$ cat src/rtl/decim_strobe_gen.sv
module decim_strobe_gen #(
  parameter int DEC_W       = 14,
  parameter int DATA_W      = 8,
  parameter int ADDR_W      = 2,
  parameter int SHORT_PULSE = 4,
  parameter int LONG_PULSE  = 16,
  parameter logic [DEC_W-1:0] DEC_RESET = 14'd7
) (
  input  logic              clk,
  input  logic              rst_n,
  input  logic              wr_en,
  input  logic [ADDR_W-1:0] addr,
  input  logic [DATA_W-1:0] wr_data,
  output logic [DATA_W-1:0] rd_data,
  input  logic              sample_en,
  output logic              ready_o
);
  localparam int HI_W  = DEC_W - DATA_W;
  localparam int CNT_W = DEC_W + 4;
  localparam int PW_W  = $clog2(LONG_PULSE + 1);

  logic [DEC_W-1:0] dec_q;
  logic             real_q, x8_q, inv_q, wide_q;
  logic [CNT_W-1:0] cnt_q, n_ext, period, reload;
  logic [PW_W-1:0]  left_q;
  logic             boundary;

  always_ff @(posedge clk) begin
    if (!rst_n) begin
      dec_q  <= DEC_RESET;
      real_q <= 1'b0;
      x8_q   <= 1'b0;
      inv_q  <= 1'b0;
      wide_q <= 1'b0;
    end else if (wr_en) begin
      case (addr)
        ADDR_W'(0): {wide_q, inv_q, x8_q, real_q} <= wr_data[3:0];
        ADDR_W'(1): dec_q[DATA_W-1:0] <= wr_data;
        ADDR_W'(2): dec_q[DEC_W-1:DATA_W] <= wr_data[HI_W-1:0];
        default: ;
      endcase
    end
  end

  always_comb begin
    case (addr)
      ADDR_W'(0): rd_data = {{(DATA_W-4){1'b0}}, wide_q, inv_q, x8_q, real_q};
      ADDR_W'(1): rd_data = dec_q[DATA_W-1:0];
      ADDR_W'(2): rd_data = {{(DATA_W-HI_W){1'b0}}, dec_q[DEC_W-1:DATA_W]};
      default:    rd_data = '0;
    endcase
  end

  assign n_ext    = {4'b0000, dec_q} + CNT_W'(1);
  assign period   = real_q ? (n_ext << 1) : (x8_q ? (n_ext << 3) : (n_ext << 2));
  assign reload   = period - CNT_W'(1);
  assign boundary = sample_en && (cnt_q == '0);

  always_ff @(posedge clk) begin
    if (!rst_n) begin
      cnt_q  <= '0;
      left_q <= '0;
    end else if (boundary) begin
      cnt_q  <= reload;
      left_q <= wide_q ? PW_W'(LONG_PULSE) : PW_W'(SHORT_PULSE);
    end else begin
      if (sample_en) cnt_q <= cnt_q - CNT_W'(1);
      if (left_q != '0) left_q <= left_q - PW_W'(1);
    end
  end

  assign ready_o = (left_q != '0) ^ inv_q;
endmodule


$ cat config.mk
export PLATFORM = sky130hd
export DESIGN_NAME = decim_strobe_gen
export DESIGN_NICKNAME = d
export VERILOG_FILES = /design/src/rtl/decim_strobe_gen.sv
export SDC_FILE = /design/constraint.sdc
export NUM_CORES = 1
export LEC_CHECK = 0
export ABC_AREA = 1
export BUFFER_PORTS_ARGS = -buffer_cell sky130_fd_sc_hd__buf_2
export CAP_MARGIN = 40
export CORE_ASPECT_RATIO = 0.9
export CORE_MARGIN = 8
export CORE_UTILIZATION = 45
export DETAILED_ROUTE_END_ITERATION = 10
export GPL_TIMING_DRIVEN = 0
export HOLD_SLACK_MARGIN = 0.02
export SYNTH_ARGS = -nofsm -noshare
export SYNTH_HDL_FRONTEND = slang
export SYNTH_SLANG_ARGS = --single-unit
$ cat constraint.sdc
create_clock -name clk -period 2.3 [get_ports clk]
set_input_delay 0.23 -clock clk [delete_from_list [all_inputs] [get_ports clk]]
set_output_delay 0.23 -clock clk [all_outputs]
set_load 0.01 [all_outputs]
==> impl_metrics.json <==
{
  "netlist.area_leader.share": 0.263,
  "grt-ovfl-total": 0,
  "syn_inst": 510,
  "path_class": "reg2reg",
  "m1WireLength_um": 4660,
  "clk_latency_ps": 300,
  "maxSlewViolCount": 0,
  "routed_via_density": 5.46,
  "start_util": 0.469,
  "dieArea_mm2": 0.00987,
  "min_to": "dec_q[2]$_SDFFE_PN1P_",
  "ys_types": 40,
  "wl_per_cell_um": 14.9,
  "synthArstFlopShare": 0,
  "cap_viol_max_count": 0,
  "fin_tns_setup_ps": 0,
  "worstPathCellList": "nor2_1 -> nand3_1 -> nor2_2 -> nand2_4 -> buf_12 -> nor2_2 -> nand2_2 -> a21oi_4 -> nand2_4 -> nor2_8 -> nand3_1 -> nand2_1 -> nand3_1 -> nand2_1 -> inv_1",
  "netSwitchingPower_uw": 911,
  "swShare": 0.380,
  "status": "finished clean",
  "top_layer": "met4",
  "syn_nets": 528,
  "nNetsFinal": 564,
  "drt_first_pass_iters": 5,
  "grt_pass1_vias": 3096,
  "die_h_um": 95.0,
  "max_freq_mhz": 469,
  "synth_commonest_cells": "nand2_1, nor2_1, inv_1",
  "critPathMaxStageDelay_ps": 350,
  "synth_edf_count": 0,
  "ys_ff_latch": 41,
  "relSlewSlack": 0.553,
  "dp_hpwl_um": 7440,
  "leakage_uw": 0.00170,
  "cp.arrival_ps": 2330,
  "holdPathStages": 3,
  "ctsRootBufferMaster": "clkbuf_8",
  "yosys_most_used_dff": "dfxtp_1",
  "timing.rr.start": "cnt_q[4]$_SDFFE_PN0P_",
  "globalplace.congestion": 0.920,
  "setup.worst_path.start_class": "flop",
  "drtAntennaViolNets": 0,
  "clk_pin_slew_worst_paths_ps": 90,
  "htree_levels": 2,
  "crit_required_ps": 2500,
  "cts_tree": "built",
  "pwr_density_cell_mw_per_mm2": 640,
  "wl_um": 9520,
  "yosysSeqAreaShare": 0.263,
  "syn_to_final_growth_pct": 20.0,
  "worst_ir_drop_vdd_v": 0.000287,
  "die_w_um": 104,
  "setup_viol": 0,
  "cts_buffers": 5,
  "io_pins": 23,
  "layout_min_cycle_time_ps": 2130,
  "clock_power_share": 0.262,
  "r2r_slack_ps": 170,
  "p_int_uw": 1490,
  "cts_hold_buf": 0,
  "min-delay-start": "wr_data[2]",
  "port_buffers": 21,
  "drc": 0,
  "layout-drive-gt1-share": 0.247,
  "endpoint_kind": "flop",
  "num_vias": 3479,
  "cpMostUsedCell": "nand3_1",
  "wl_met3_um": 626,
  "synth_area_leaders": "dfxtp_1, nand2_1, nor2_1, inv_1, nand3_1",
  "yosysTopAreaCell": "dfxtp_1",
  "path_max_fanout": 7,
  "yosys_warnings": 0,
  "num_antenna_cells": 0,
  "cp_slowest_cell": "dfxtp_2",
  "hold_viol": 0,
  "p_comb_frac": 0.372,
  "antenna_found_initial": 0,
  "fill_cells": 690,
  "clk_path_buf_depth": 2,
  "post-route-period-util": 0.927,
  "tightest_slew_ps": 671,
  "synth_most_common_cell": "nand2_1",
  "syn_area_per_cell_um2": 6.12,
  "grt_first_pass_wirelength_um": 15200,
  "syn_area_mm2": 0.00312,
  "hp-class": "in2reg",
  "drt_iter0_drc": 301,
  "fin_skew_ps": 8.94,
  "seq_power_share": 0.366,
  "clock_sinks": 41,
  "r2r_end": "cnt_q[16]$_SDFFE_PN0P_",
  "core-area_mm2": 0.00666,
  "r2r_cells": 15,
  "grt_max_degree": 13,
  "route.met2.wl_um": 4180,
  "holdWs_ps": 183,
  "rows": 28,
  "grtUsageTotal": 0.188
}
## cells in the final DEF, fill, tap and decap left out, types with 2 or more instances in the layout
cell	instances
inv_2	7
nor2_2	15
o21ai_2	2
o21ai_0	30
o21ai_4	2
nand2_2	12
nor2_4	14
inv_4	2
nand3_2	6
clkbuf_1	10
o211ai_1	3
dfxtp_1	20
buf_2	22
nand2_4	2
a22oi_1	2
nand3_1	43
buf_4	10
nor3_1	5
inv_1	64
ha_1	2
dfxtp_2	17
o21ai_1	2
a21oi_4	3
a21oi_1	26
clkbuf_8	6
a31oi_1	3
o221ai_1	6
o22ai_1	3
dfxtp_4	4
o21bai_1	2
nand2_1	112
nand4_1	14
nor2_1	54
xor2_1	5
## sequential cells by signal, summed over array words and instances (netlist names)
| name | cells |
|---|---|
| x8_q | 1 |
| wide_q | 1 |
| cnt_q | 18 |
| left_q | 5 |
| inv_q | 1 |
| dec_q | 14 |
| real_q | 1 |
## metrics by stage
step	worst slack, ps	power, uW	util	instance area (um^2)	cells
after floorplan	302	1500	-	3120	510
after global placement	-145	1680	0.502	3340	621
after detailed placement	-136	1690	0.502	3340	621
after CTS	14.3	2320	0.522	3470	629
after global routing	-35.3	2550	0.563	3750	637
final	168	2400	0.563	3750	637
## worst max-delay path by stage
stage | slack [ps] | cells after the start | endpoint | startpoint
global route | -40 | 16 | cnt_q[17]$_SDFFE_PN0P_ | dec_q[0]$_SDFFE_PN1P_
finish | 170 | 15 | cnt_q[16]$_SDFFE_PN0P_ | cnt_q[4]$_SDFFE_PN0P_
detailed placement | -140 | 16 | cnt_q[17]$_SDFFE_PN0P_ | dec_q[0]$_SDFFE_PN1P_
floorplan | 300 | 16 | cnt_q[17]$_SDFFE_PN0P_ | dec_q[0]$_SDFFE_PN1P_
global placement | -150 | 16 | cnt_q[17]$_SDFFE_PN0P_ | dec_q[0]$_SDFFE_PN1P_
CTS | 10 | 16 | cnt_q[17]$_SDFFE_PN0P_ | dec_q[1]$_SDFFE_PN1P_
## power groups by stage
stage               clock [uW]  sequential, uW  combinational (uW)
floorplan                    0             862                 634
global placement             0             880                 797
detailed placement           0             880                 808
CTS                        642             864                 817
global route               657             886                1010
finish                     628             878                 892
## layout make-up
class,instances,area [um^2],share of cell area
Multi-Input combinational cell,381,2120,0.567
Timing Repair Buffer,29,165,0.0441
Inverter,73,279,0.0745
Buffer,15,92.6,0.0247
Sequential cell,41,857,0.229
Clock inverter,1,30.0,0.00802
Tap cell,90,113,0.0301
Clock buffer,7,86.3,0.0230
## metal layers
metal / up-vias / track usage
met3: 6 / 0.0256
met5: - / 0
met2: 97 / 0.297
li1: 1741 / -
met1: 1635 / 0.270
met4: 0 / 0.0337
## what timing repair did
action                                 CTS  global route
buffers inserted                         0             8
endpoints found under the hold margin    0             0
resized for setup                        5            70
pin swaps                                0            23
setup endpoints to repair                6            12
## cell families (layout without fill, tap and decap cells)
kind of cell,count (synthesis),count (layout),share of synthesized area
adder cells (fa/ha/maj),4,4,0.0160
buffers and inverters,88,125,0.114
AND/OR/NAND/NOR,282,282,0.415
AO/OA/AOI/OAI,89,89,0.175
XOR/XNOR,6,6,0.0168
flip-flops,41,41,0.263
## critical path: cells and delay by family (launching register included)
family | cells | cell delay (ps)
and+or+nand+nor | 12 | 1270
DFF | 1 | 350
AOI/OAI and AO/OA | 1 | 220
buffers and inverters | 2 | 190
No activity file was read; power rests on OpenSTA's default activity.
